$ cat config.mk
export PLATFORM = sky130hd
export DESIGN_NAME = alu_rtype_exec
export DESIGN_NICKNAME = d
export VERILOG_FILES = /design/src/rtl/alu_rtype_pkg.sv /design/src/rtl/alu_addsub.sv /design/src/rtl/alu_bitwise.sv /design/src/rtl/alu_shifter.sv /design/src/rtl/alu_rtype_exec.sv
export SDC_FILE = /design/constraint.sdc
export NUM_CORES = 1
export LEC_CHECK = 0
export BUFFER_PORTS_ARGS = -buffer_cell sky130_fd_sc_hd__buf_4
export CAP_MARGIN = 0
export CORE_AREA = 3 3 124 150
export DETAILED_ROUTE_END_ITERATION = 12
export DIE_AREA = 0 0 127 153
export SYNTH_ARGS = -nofsm -noshare
export SYNTH_HDL_FRONTEND = slang
export SYNTH_SLANG_ARGS = --single-unit
$ cat constraint.sdc
create_clock -name vclk -period 10.7
set_input_delay 0.535 -clock vclk [all_inputs]
set_output_delay 0.535 -clock vclk [all_outputs]
set_load 0.05 [all_outputs]
$ cat src/rtl/alu_rtype_pkg.sv
package alu_rtype_pkg;

    localparam int FUNC_W = 6;

    typedef enum logic [FUNC_W-1:0] {
        FN_SLL = 6'h00,
        FN_SRL = 6'h02,
        FN_SRA = 6'h03,
        FN_ADD = 6'h20,
        FN_SUB = 6'h22,
        FN_AND = 6'h24,
        FN_OR  = 6'h25,
        FN_XOR = 6'h26,
        FN_NOR = 6'h27
    } alu_func_e;

    typedef enum logic [1:0] {
        CLS_NONE  = 2'd0,
        CLS_ARITH = 2'd1,
        CLS_LOGIC = 2'd2,
        CLS_SHIFT = 2'd3
    } op_class_e;

    typedef enum logic [1:0] {
        LG_AND = 2'd0,
        LG_OR  = 2'd1,
        LG_XOR = 2'd2,
        LG_NOR = 2'd3
    } logic_sel_e;

    typedef enum logic [1:0] {
        SH_LEFT  = 2'd0,
        SH_RZERO = 2'd1,
        SH_RSIGN = 2'd2
    } shift_sel_e;

    typedef struct packed {
        op_class_e  cls;
        logic       sub;
        logic_sel_e lsel;
        shift_sel_e ssel;
    } alu_ctrl_t;

    function automatic alu_ctrl_t decode_func(input logic [FUNC_W-1:0] f);
        alu_ctrl_t c;
        c = '{cls: CLS_NONE, sub: 1'b0, lsel: LG_AND, ssel: SH_LEFT};
        case (f)
            FN_ADD: c.cls = CLS_ARITH;
            FN_SUB: begin c.cls = CLS_ARITH; c.sub = 1'b1; end
            FN_AND: begin c.cls = CLS_LOGIC; c.lsel = LG_AND; end
            FN_OR:  begin c.cls = CLS_LOGIC; c.lsel = LG_OR;  end
            FN_XOR: begin c.cls = CLS_LOGIC; c.lsel = LG_XOR; end
            FN_NOR: begin c.cls = CLS_LOGIC; c.lsel = LG_NOR; end
            FN_SLL: begin c.cls = CLS_SHIFT; c.ssel = SH_LEFT;  end
            FN_SRL: begin c.cls = CLS_SHIFT; c.ssel = SH_RZERO; end
            FN_SRA: begin c.cls = CLS_SHIFT; c.ssel = SH_RSIGN; end
            default: ;
        endcase
        return c;
    endfunction

endpackage

$ cat src/rtl/alu_addsub.sv
module alu_addsub #(
    parameter int DATA_W = 32
) (
    input  logic [DATA_W-1:0] a_in,
    input  logic [DATA_W-1:0] b_in,
    input  logic              sub_en,
    output logic [DATA_W-1:0] sum_out,
    output logic              ovf_out
);
    logic [DATA_W-1:0] b_eff;

    always_comb begin
        b_eff   = sub_en ? ~b_in : b_in;
        sum_out = a_in + b_eff + {{(DATA_W-1){1'b0}}, sub_en};
        ovf_out = (a_in[DATA_W-1] == b_eff[DATA_W-1]) &&
                  (sum_out[DATA_W-1] != a_in[DATA_W-1]);
    end

    // Widened signed reference used only by the checks below
    logic signed [DATA_W:0] wide_res;
    always_comb begin
        wide_res = sub_en
            ? ($signed({a_in[DATA_W-1], a_in}) - $signed({b_in[DATA_W-1], b_in}))
            : ($signed({a_in[DATA_W-1], a_in}) + $signed({b_in[DATA_W-1], b_in}));
        AST_SUM_WRAPS: assert (sum_out == wide_res[DATA_W-1:0]);
        AST_OVF_RANGE: assert (ovf_out == (wide_res[DATA_W] != wide_res[DATA_W-1]));
    end
endmodule

$ cat src/rtl/alu_bitwise.sv
module alu_bitwise
    import alu_rtype_pkg::*;
#(
    parameter int DATA_W = 32
) (
    input  logic [DATA_W-1:0] a_in,
    input  logic [DATA_W-1:0] b_in,
    input  logic_sel_e        sel,
    output logic [DATA_W-1:0] res_out
);
    logic [DATA_W-1:0] or_v;

    always_comb begin
        or_v = a_in | b_in;
        unique case (sel)
            LG_AND:  res_out = a_in & b_in;
            LG_OR:   res_out = or_v;
            LG_XOR:  res_out = a_in ^ b_in;
            default: res_out = ~or_v;
        endcase
    end

    always_comb begin
        if (sel == LG_NOR) begin
            AST_NOR_DISJOINT: assert ((res_out & (a_in | b_in)) == '0);
        end
        if (sel == LG_AND) begin
            AST_AND_SUBSET: assert ((res_out & ~a_in) == '0 && (res_out & ~b_in) == '0);
        end
    end
endmodule

$ cat src/rtl/alu_shifter.sv
module alu_shifter
    import alu_rtype_pkg::*;
#(
    parameter int DATA_W  = 32,
    parameter int SHAMT_W = $clog2(DATA_W)
) (
    input  logic [DATA_W-1:0]  b_in,
    input  logic [SHAMT_W-1:0] amt,
    input  shift_sel_e         sel,
    output logic [DATA_W-1:0]  res_out
);
    logic              go_left;
    logic              fill;
    logic [DATA_W-1:0] core_in;
    logic [DATA_W-1:0] stg [SHAMT_W+1];

    always_comb begin
        go_left = (sel == SH_LEFT);
        fill    = (sel == SH_RSIGN) & b_in[DATA_W-1];
        for (int k = 0; k < DATA_W; k++) begin
            core_in[k] = go_left ? b_in[DATA_W-1-k] : b_in[k];
        end
        stg[0] = core_in;
    end

    // Log-depth right shifter; left shifts reuse it via bit reversal
    for (genvar i = 0; i < SHAMT_W; i++) begin : g_stage
        localparam int STEP = 1 << i;
        always_comb begin
            stg[i+1] = amt[i] ? {{STEP{fill}}, stg[i][DATA_W-1:STEP]} : stg[i];
        end
    end

    always_comb begin
        for (int k = 0; k < DATA_W; k++) begin
            res_out[k] = go_left ? stg[SHAMT_W][DATA_W-1-k] : stg[SHAMT_W][k];
        end
    end

    always_comb begin
        if (amt == '0) begin
            AST_ZERO_AMT_PASS: assert (res_out == b_in);
        end else begin
            if (sel == SH_RSIGN) begin
                AST_SRA_SIGN_KEPT: assert (res_out[DATA_W-1] == b_in[DATA_W-1]);
            end
            if (sel == SH_RZERO) begin
                AST_SRL_TOP_ZERO: assert (res_out[DATA_W-1] == 1'b0);
            end
            if (sel == SH_LEFT) begin
                AST_SLL_LSB_ZERO: assert (res_out[0] == 1'b0);
            end
        end
    end
endmodule

$ cat src/rtl/alu_rtype_exec.sv
module alu_rtype_exec
    import alu_rtype_pkg::*;
#(
    parameter  int DATA_W  = 32,
    localparam int SHAMT_W = $clog2(DATA_W)
) (
    input  logic [DATA_W-1:0]  op_a,
    input  logic [DATA_W-1:0]  op_b,
    input  logic [FUNC_W-1:0]  func_code,
    input  logic [SHAMT_W-1:0] shamt,
    output logic [DATA_W-1:0]  result,
    output logic               overflow
);
    alu_ctrl_t         ctrl;
    logic [DATA_W-1:0] arith_res;
    logic              arith_ovf;
    logic [DATA_W-1:0] logic_res;
    logic [DATA_W-1:0] shift_res;

    always_comb ctrl = decode_func(func_code);

    alu_addsub #(.DATA_W(DATA_W)) u_addsub (
        .a_in    (op_a),
        .b_in    (op_b),
        .sub_en  (ctrl.sub),
        .sum_out (arith_res),
        .ovf_out (arith_ovf)
    );

    alu_bitwise #(.DATA_W(DATA_W)) u_bitwise (
        .a_in    (op_a),
        .b_in    (op_b),
        .sel     (ctrl.lsel),
        .res_out (logic_res)
    );

    alu_shifter #(.DATA_W(DATA_W), .SHAMT_W(SHAMT_W)) u_shifter (
        .b_in    (op_b),
        .amt     (shamt),
        .sel     (ctrl.ssel),
        .res_out (shift_res)
    );

    always_comb begin
        unique case (ctrl.cls)
            CLS_ARITH: result = arith_res;
            CLS_LOGIC: result = logic_res;
            CLS_SHIFT: result = shift_res;
            default:   result = '0;
        endcase
        overflow = (ctrl.cls == CLS_ARITH) & arith_ovf;
    end

    always_comb begin
        if (func_code != FN_ADD && func_code != FN_SUB) begin
            AST_NO_OVERFLOW: assert (!overflow);
        end
        if (ctrl.cls == CLS_NONE) begin
            AST_UNKNOWN_ZERO: assert (result == '0);
        end
    end
endmodule

==> results of run 1 <==
-- Yosys cell counts (18+ instances only) --
cell / number
inv_1: 104
ha_1: 99
o21ai_0: 85
nand2_1: 82
a21oi_1: 80
nor2_1: 57
clkbuf_1: 55
mux4_2: 53
mux2i_1: 51
xnor2_1: 49
a21o_1: 21
o22ai_1: 18
-- through the flow --
stage	utilization	instance area [sq um]
after detailed placement	0.448	7780
final	0.448	7780
after CTS	0.448	7780
after global placement	0.448	7780
after global routing	0.448	7780
after floorplan	-	6870
-- cell families after synthesis --
family,share of synthesized area
adders and majority gates,0.183
and+or+nand+nor,0.136
AOI/OAI and AO/OA,0.260
muxes,0.251
xor gates and xnor gates,0.0752
buffers and inverters,0.0947
-- critical path, stage by stage --
cell	delay, ns
buf_4	0.12
or4b_4	0.55
or3_2	0.85
xnor2_1	0.38
ha_1	0.31
a31oi_1	0.17
nor3b_1	0.07
a2111oi_0	0.66
a221oi_2	0.21
a211oi_1	0.53
o41ai_4	0.20
a221oi_2	0.35
nand3_1	0.12
a21oi_1	0.14
buf_4	0.22
-- area by class of cell --
type               instances  area (sq um)
inverters                108           405
repair buffers           115           863
fillers                 1822          9590
multi-input cells        754          6240
well taps                220           275
-- worst paths after layout --
| check | from | end | slack (ns) | depth (start not counted) |
|---|---|---|---|---|
| max | func_code[4] | overflow | 4.77 | 15 |
| min | op_a[31] | overflow | 1.51 | 4 |
-- power groups by stage --
stage               Clock [W]  Sequential, W  Combinational (W)
floorplan                   0              0           0.000264
global placement            0              0           0.000376
detailed placement          0              0           0.000378
CTS                         0              0           0.000380
global route                0              0           0.000419
finish                      0              0           0.000383
-- routing by layer --
metal	routed length, microns	up-vias
li1	-	3484
met1	10300	3446
met2	11600	305
met3	1610	51
met4	833	0
met5	0	-
==> results by group, run 1 <==
Timing
  – Fin worst setup slack: between 4 and 5 ns
  – Fmax: 169 MHz
  – Min cycle time layout: 5.93 ns
  – Setup_tns: 0 ns
  – Worst relative slew slack: 0.322
  – Final count of pins violating max slew: 0
  – Slew @ Worst Pin: 1.01 ns
  – RSZ-0062 raised after global routing: false
  – Final setup viols: 0
  – Hold Fails Final Rpt: 0
  – WHS: 1.51 ns
  – Share of the clock period used by the worst path: 0.554

Global routing
  – Grt peak-use layer: met2
  – Grt met3 use: 0.0154
  – Met1 Usage GRT: 0.334
  – Total Routing Usage GR: 0.240
  – First-pass GRT wire length: 37.8 mm
  – Largest net degree at the start of global routing: 64
  – Vias in the first global route: 6787
  – Met2 Use GR: 0.402
  – Initial antenna violation count: 0
  – Total congestion overflow: 0

Route
  – Routed vias/inst: 6.09
  – First-pass DRT Iterations: 6
  – Drt wl/cell: 20.3 microns
  – Vias: about 7300
  – ANT nets after route: 0
  – 1st-iter DRT viols: 726
  – DRT Wirelength: 24.3 mm
  – # DRC: 0

Yosys
  – Synth Cell Area: 6870 sq um
  – Seq/Total Area, Yosys: 0
  – Syn_nets: around 1100
  – Syn_area_per_cell: 7.41 sq um
  – Cells after synthesis: roughly 930
  – Post-synth cell types: 58
  – Area leader, netlist: ha_1
  – Top post-synthesis cells by area: ha_1 18%, mux4_2 17%, mux2i_1 7.4%, xnor2_1 6.2%, o21ai_0 6.2%
  – YS warnings: 0
  – Post-synth top area share: 0.180

Floorplan
  – Ports: 108
  – Die width: 127 microns
  – DIE AREA: 19400 sq um
  – Die Y: 153 microns
  – Area of the core: around 17000 sq um
  – FP Rows: 53
  – Initial core utilization: 0.396

Layout
  – Most common cell after layout, fill and taps aside: buf_4
  – Area delta synth->final: 13.2%
  – Antenna fix cells: 0
  – Layout cells sized above 1: 0.188
  – Finished Layout Cells: roughly 1200
  – Most frequent cells in the layout: 115 x buf_4, 104 x inv_1, 99 x ha_1, 85 x o21ai_0, 82 x nand2_1
  – Final nets: about 1200
  – Reg area: 0 sq um
  – Num sequential: 0
  – Clk_buf instances: 0

Placement
  – Placed Cells incl. Taps: 1197
  – Routability cong.: between 0.9 and 1
  – DP HPWL: 19.6 mm
  – Port Buffers: 108
  – Place WS: 4.77 ns

Worst setup path
  – CP Class: primary input to output port
  – Crit path launch type: primary input
  – Worst endpoint data arrival time: 5.39 ns
  – CP Capture Type: output port
  – Worst path required time: 10.17 ns
  – Crit-path max FO: 32

Power
  – PD cells: 49.3 nW/um^2
  – Pwr Total: 0.000383 W
  – Worst VDD drop: 0.0249 mV
  – Net Sw Frac: 0.588
  – Pleak: 3.70 nW
  – P_int: 0.000158 W
  – Seq pwr share: 0
  – P_sw: 0.000225 W
  – Combinational power share: 1.000
  – Clk network pwr share: 0

CTS
  – Post-CTS setup buffers: 0
  – Hold buffers post-CTS: 0
  – Post_cts resized: 0

Status
  – Status: finished clean

Job
  – Max Cap Viol: 0

Hold path
  – Min-Delay Path Class: primary input to output port
Power figures use the tool's default switching activity.
==> run 2: changes to the inputs <==
--- a/config.mk
+++ b/config.mk
@@ -5,11 +5,12 @@
 export SDC_FILE = /design/constraint.sdc
 export NUM_CORES = 1
 export LEC_CHECK = 0
+export ABC_AREA = 1
 export BUFFER_PORTS_ARGS = -buffer_cell sky130_fd_sc_hd__buf_4
 export CAP_MARGIN = 0
-export CORE_AREA = 3 3 124 150
+export CORE_AREA = 3 3 127 153
 export DETAILED_ROUTE_END_ITERATION = 12
-export DIE_AREA = 0 0 127 153
+export DIE_AREA = 0 0 130 156
 export SYNTH_ARGS = -nofsm -noshare
 export SYNTH_HDL_FRONTEND = slang
 export SYNTH_SLANG_ARGS = --single-unit
==> constraint.sdc (replaced) <==
create_clock -name vclk -period 6
set_input_delay 0.3 -clock vclk [all_inputs]
set_output_delay 0.3 -clock vclk [all_outputs]
set_load 0.05 [all_outputs]
==> results by group, run 2 <==
Power
  – Net Sw Frac: 0.675 (was 0.588)
  – Seq pwr share: 0 (about the same)
  – Clk network pwr share: 0 (about the same)
  – P_int: 0.000208 W (was 0.000158 W)
  – Pleak: 4.25 nW (was 3.70 nW)
  – PD cells: 79.8 nW/um^2 (was 49.3 nW/um^2)
  – Worst VDD drop: 0.0368 mV (was 0.0249 mV)
  – P_sw: 0.000433 W (was 0.000225 W)
  – Combinational power share: 1.000 (about the same)

Worst setup path
  – Crit-path max FO: 22 (was 32)
  – Worst path required time: 5.70 ns (was 10.17 ns)
  – Crit path launch type: primary input (unchanged)
  – Worst endpoint data arrival time: 4.41 ns (was 5.39 ns)
  – CP Capture Type: output port (unchanged)
  – CP Class: primary input to output port (unchanged)

Timing
  – Worst relative slew slack: 0.222 (was 0.322)
  – Final setup viols: 0 (unchanged)
  – Share of the clock period used by the worst path: 0.785
  – Min cycle time layout: about 4.7 ns
  – Fmax: 212 MHz
  – WHS: 1.08 ns (was 1.51 ns)
  – RSZ-0062 raised after global routing: false (unchanged)
  – Slew @ Worst Pin: 1.14 ns (was 1.01 ns)
  – Final count of pins violating max slew: 0 (unchanged)
  – Hold Fails Final Rpt: 0 (unchanged)
  – Setup_tns: 0 ns (unchanged)

CTS
  – Post-CTS setup buffers: 0 (unchanged)
  – Post_cts resized: 0 (unchanged)
  – Hold buffers post-CTS: 0 (unchanged)

Yosys
  – Syn_area_per_cell: 5.26 sq um (was 7.41 sq um)
  – Top post-synthesis cells by area: nand3_1 24%, nand2_1 21%, ha_1 17%, inv_1 6.9%, a21oi_1 4.3% (was ha_1 18%, mux4_2 17%, mux2i_1 7.4%, xnor2_1 6.2%, o21ai_0 6.2%)
  – Most frequent cells after synthesis: 399 x nand2_1, 350 x nand3_1, 133 x inv_1, 99 x ha_1 (was 104 x inv_1, 99 x ha_1, 85 x o21ai_0, 82 x nand2_1, 80 x a21oi_1)
  – Seq/Total Area, Yosys: 0 (unchanged)
  – Cells after synthesis: 1366 (was 927)
  – YS warnings: 0 (unchanged)
  – Post-synth cell types: 35 (was 58)
  – Post-synth top area share: 0.244 (was 0.180)
  – Area leader, netlist: nand3_1 (was ha_1)
  – Most common cell in the netlist: nand2_1 (was inv_1)
  – Syn_nets: 1541 (was 1102)
  – Synth Cell Area: 7190 sq um (was 6870 sq um)

Floorplan
  – DIE AREA: 20300 sq um (was 19400 sq um)
  – Die Y: 156 microns (was 153 microns)
  – Area of the core: 18200 sq um (was 17400 sq um)
  – Initial core utilization: 0.396 (about the same)
  – Ports: 108 (unchanged)
  – FP Rows: 54 (was 53)
  – Die width: 130 microns (was 127 microns)

Layout
  – Reg area: 0 sq um (unchanged)
  – Clk_buf instances: 0 (unchanged)
  – Most frequent cells in the layout: 399 x nand2_1, 349 x nand3_1, 133 x inv_1, 116 x buf_4, 99 x ha_1 (was 115 x buf_4, 104 x inv_1, 99 x ha_1, 85 x o21ai_0, 82 x nand2_1)
  – Area of the multi-input gates: 6370 sq um (was 6240 sq um)
  – Num sequential: 0 (unchanged)
  – Area delta synth->final: 11.6% (was 13.2%)
  – Final nets: 1584 (was 1154)
  – Antenna fix cells: 0 (unchanged)
  – Most common cell after layout, fill and taps aside: nand2_1 (was buf_4)
  – Layout cells sized above 1: 0.0910 (was 0.188)
  – Fillcell total: 2082 (was 1822)

Placement
  – Routability cong.: 1.01 (was 0.976)
  – DP HPWL: 26.3 mm (was 19.6 mm)
  – Port Buffers: 108 (unchanged)

Global routing
  – Total Routing Usage GR: 0.311 (was 0.240)
  – Initial antenna violation count: 0 (unchanged)
  – Vias in the first global route: 9024 (was 6787)
  – Largest net degree at the start of global routing: 71 (was 64)
  – Total congestion overflow: 0 (unchanged)
  – First-pass GRT wire length: 49.8 mm (was 37.8 mm)

Route
  – First-pass DRT Iterations: 6 (unchanged)
  – ANT nets after route: 0 (unchanged)
  – Routed vias/inst: 5.97 (was 6.09)
  – DRT Wirelength: 32.4 mm (was 24.3 mm)
  – # DRC: 0 (unchanged)
  – 1st-iter DRT viols: 901 (was 726)
  – Vias: 9732 (was 7286)
  – Drt wl/cell: 19.8 microns (was 20.3 microns)

Status
  – Status: finished clean (unchanged)

Hold path
  – Min-Delay Path Class: primary input to output port (unchanged)

Job
  – Max Cap Viol: 0 (unchanged)
## run 2: changes by cell type after synthesis, moves of 28 or more
cell,change
mux4_2,-53
clkbuf_1,-28
nand2_1,+317
nand3_1,+337
mux2i_1,-51
inv_1,+29
o21ai_0,-39
xnor2_1,-48
## run 2: cell type report
cell class         count  area share
multi-input cells   1155       0.793
inverters            136      0.0636
well taps            224      0.0349
repair buffers       116       0.108
## run 2: kinds of logic after synthesis
group / synth area share
adders and majority gates: 0.175
AOI/OAI and AO/OA: 0.144
xor gates and xnor gates: 0.0414
buffers and inverters: 0.119
and+or+nand+nor: 0.521
## run 2: metal layers
metal,share of wire,routed length [microns],vias up,global-route usage
met5,0,0,-,0
met4,0.060,1930,0,0.138
met3,0.072,2350,119,0.0394
met2,0.47,15200,456,0.526
met1,0.40,12900,4444,0.391
li1,-,-,4713,-
## run 2: critical path, cell delays in order
cell,delay [ns]
buf_4,0.12
nor2_4,0.08
buf_4,0.25
nand3_2,0.51
xor2_1,0.36
inv_1,0.08
fa_1,0.36
inv_1,0.07
nand2_1,0.07
a21oi_1,0.38
a21boi_2,0.16
o21ai_0,0.49
nand2_1,0.11
nand3_1,0.24
a21oi_1,0.11
nor2_1,0.32
nand2_1,0.14
buf_4,0.21
## run 2: final timing paths
kind | start | endpoint | slack [ns] | cells after the start
setup / recovery | func_code[3] | result[14] | 1.29 | 18
hold / removal | op_a[31] | overflow | 1.08 | 4
## run 2: power by group through the flow
| stage | logic, W | registers, W | clock network (W) |
|---|---|---|---|
| 4_1_cts | 0.000628 | 0 | 0 |
| 2_1_floorplan | 0.000424 | 0 | 0 |
| 5_1_grt | 0.000708 | 0 | 0 |
| 3_3_place_gp | 0.000625 | 0 | 0 |
| 6_report | 0.000641 | 0 | 0 |
| 3_5_place_dp | 0.000626 | 0 | 0 |
## run 2: metrics by stage
step / utilization / worst slack, ns / cell area [sq um] / power [W] / cells
floorplan: - / 2.44 / 7190 / 0.000424 / 1366
global placement: 0.442 / 1.40 / 8030 / 0.000625 / 1631
detailed placement: 0.442 / 1.41 / 8030 / 0.000626 / 1631
CTS: 0.442 / 1.40 / 8030 / 0.000628 / 1631
global route: 0.442 / 1.11 / 8030 / 0.000708 / 1631
finish: 0.442 / 1.29 / 8030 / 0.000641 / 1631
==> run 3: changes to the inputs <==
--- a/config.mk
+++ b/config.mk
@@ -5,12 +5,12 @@
 export SDC_FILE = /design/constraint.sdc
 export NUM_CORES = 1
 export LEC_CHECK = 0
-export ABC_AREA = 1
+export ABC_AREA = 0
 export BUFFER_PORTS_ARGS = -buffer_cell sky130_fd_sc_hd__buf_4
 export CAP_MARGIN = 0
-export CORE_AREA = 3 3 127 153
+export CORE_AREA = 3 3 124 150
 export DETAILED_ROUTE_END_ITERATION = 12
-export DIE_AREA = 0 0 130 156
+export DIE_AREA = 0 0 127 153
 export SYNTH_ARGS = -nofsm -noshare
 export SYNTH_HDL_FRONTEND = slang
 export SYNTH_SLANG_ARGS = --single-unit
==> constraint.sdc (replaced) <==
create_clock -name vclk -period 4.5
set_input_delay 0.225 -clock vclk [all_inputs]
set_output_delay 0.225 -clock vclk [all_outputs]
set_load 0.05 [all_outputs]
==> results by group, run 3 (same netlist as run 1, synthesis figures left out) <==
Status
  – Status: finished clean (unchanged)

Floorplan
  – Die width: 127 microns (was 130 microns)
  – Ports: 108 (unchanged)
  – Area of the core: 17400 sq um (was 18200 sq um)
  – Initial core utilization: 0.396 (about the same)
  – Die Y: 153 microns (was 156 microns)
  – FP Rows: 53 (was 54)
  – DIE AREA: 19400 sq um (was 20300 sq um)

Worst setup path
  – Worst endpoint data arrival time: 4.19 ns (was 4.41 ns)
  – Most frequent CP cell: buf_4
  – Slowest cell delay on critical path: 0.56 ns (was 0.51 ns)
  – Crit path cell chain: buf_4 -> or4b_4 -> or3_4 -> buf_12 -> xnor2_1 -> ha_1 -> buf_4 -> nor2b_1 -> o21bai_1 -> a31oi_2 -> buf_4 -> o21ai_0 -> nand2b_1 -> a31oi_2 -> xor2_1 -> o22ai_1 -> a221o_1 -> buf_4 (was buf_4 -> nor2_4 -> buf_4 -> nand3_2 -> xor2_1 -> inv_1 -> fa_1 -> inv_1 -> nand2_1 -> a21oi_1 -> a21boi_2 -> o21ai_0 -> nand2_1 -> nand3_1 -> a21oi_1 -> nor2_1 -> nand2_1 -> buf_4)
  – Crit path launch type: primary input (unchanged)
  – Crit-path max FO: 8 (was 22)
  – CP Class: primary input to output port (unchanged)
  – CP Capture Type: output port (unchanged)
  – Worst path required time: 4.28 ns (was 5.70 ns)
  – Slowest CP cell: or4b_4 (was nand3_2)

Placement
  – DP HPWL: 20.9 mm (was 26.3 mm)
  – Routability cong.: 0.991 (was 1.01)
  – Port Buffers: 108 (unchanged)
  – Post-Place Cell Area: 8210 sq um (was 8030 sq um)

Timing
  – Final setup viols: 0 (unchanged)
  – Min cycle time layout: 4.42 ns
  – Share of the clock period used by the worst path: 0.982
  – Hold Fails Final Rpt: 0 (unchanged)
  – Setup_tns: 0 ns (unchanged)
  – Worst relative slew slack: 0.321 (was 0.222)
  – Final count of pins violating max slew: 0 (unchanged)
  – RSZ-0062 raised after global routing: true (was false)
  – Fmax: 226 MHz
  – Slew @ Worst Pin: 1.02 ns (was 1.14 ns)

Route
  – ANT nets after route: 0 (unchanged)
  – Routed vias/inst: 6.01 (was 5.97)
  – DRT Wirelength: 25.8 mm (was 32.4 mm)
  – # DRC: 0 (unchanged)
  – 1st-iter DRT viols: 683 (was 901)
  – Drt wl/cell: 20.6 microns (was 19.8 microns)
  – Vias: 7531 (was 9732)
  – First-pass DRT Iterations: 5 (was 6)

CTS
  – Hold buffers post-CTS: 0 (unchanged)

Global routing
  – First-pass GRT wire length: 39.5 mm (was 49.8 mm)
  – Vias in the first global route: 7290 (was 9024)
  – Total Routing Usage GR: 0.254 (was 0.311)
  – Initial antenna violation count: 0 (unchanged)
  – Total congestion overflow: 0 (unchanged)
  – Largest net degree at the start of global routing: 89 (was 71)

Layout
  – Antenna fix cells: 0 (unchanged)
  – Core Util, Final: 0.482 (was 0.442)
  – Clk_buf instances: 0 (unchanged)
  – Most frequent cells in the layout: 165 x buf_4, 104 x inv_1, 99 x ha_1, 82 x nand2_1, 76 x a21oi_1 (was 399 x nand2_1, 349 x nand3_1, 133 x inv_1, 116 x buf_4, 99 x ha_1)
  – Reg area: 0 sq um (unchanged)
  – Final nets: 1210 (was 1584)
  – Final instance area: 8370 sq um (was 8030 sq um)
  – Fillcell total: 1786 (was 2082)
  – Num sequential: 0 (unchanged)
  – Layout cells sized above 1: 0.251 (was 0.0910)
  – Area delta synth->final: 21.8% (was 11.6%)
  – Most common cell after layout, fill and taps aside: buf_4 (was nand2_1)

Power
  – P_int: 0.000430 W (was 0.000208 W)
  – Pleak: 4.04 nW (was 4.25 nW)
  – Combinational power share: 1.000 (about the same)
  – Clk network pwr share: 0 (about the same)
  – Seq pwr share: 0 (about the same)
  – Net Sw Frac: 0.572 (was 0.675)
  – P_sw: 0.000574 W (was 0.000433 W)
  – Worst VDD drop: 0.0521 mV (was 0.0368 mV)
  – PD cells: 120 nW/um^2 (was 79.8 nW/um^2)

Job
  – Max Cap Viol: 0 (unchanged)

Hold path
  – Min-Delay Path Class: primary input to output port (unchanged)
## run 3: layout make-up
class,instances,area (sq um),share of cell area
multi-input combinational,754,6360,0.759
timing repair buffer,171,1340,0.160
inverter,108,405,0.0484
tap,220,275,0.0329
## run 3: what timing repair did
item                       in CTS  in global routing
setup endpoints to repair       6                 10
cloned                          0                  0
pin swaps                       0                 18
resized for setup               1                 26
setup buffers                   0                  4
## run 3: power by group through the flow
stage	Sequential [W]	Clock, W	Combinational [W]
6_report	0	0	0.00100
5_1_grt	0	0	0.00109
4_1_cts	0	0	0.000976
3_5_place_dp	0	0	0.000973
2_1_floorplan	0	0	0.000632
3_3_place_gp	0	0	0.000966
## run 3: path summary, 6_finish.rpt
check,startpoint,end,slack (ns),cells past startpoint
min,op_a[31],overflow,0.89,4
max,func_code[2],result[10],0.08,18
## run 3: through the flow
step	power [W]	hold slack (ns)	setup WS (ns)	std cells
2_1_floorplan	0.000632	0.662	0.00436	927
3_3_place_gp	0.000966	0.927	-0.0980	1249
3_5_place_dp	0.000973	0.928	-0.115	1249
4_1_cts	0.000976	0.929	0.0475	1249
5_1_grt	0.00109	0.904	-0.0275	1253
6_report	0.00100	0.885	0.0804	1253
## run 3: per-layer routing
metal,GRT usage,vias up,share of wire,routed length (microns)
met3,0.0168,65,0.061,1580
met5,0,-,0,0
met2,0.445,274,0.49,12700
met4,0.0945,0,0.045,1150
met1,0.325,3595,0.40,10400
li1,-,3597,-,-
## run 3: worst max-delay path, delay by kind of cell
kind	cells	cell delay (ns)
AO/OA/AOI/OAI	6	1.24
XOR/XNOR	2	0.27
adder cells (fa/ha/maj)	1	0.33
buffers and inverters	5	0.82
AND/OR/NAND/NOR	4	1.29
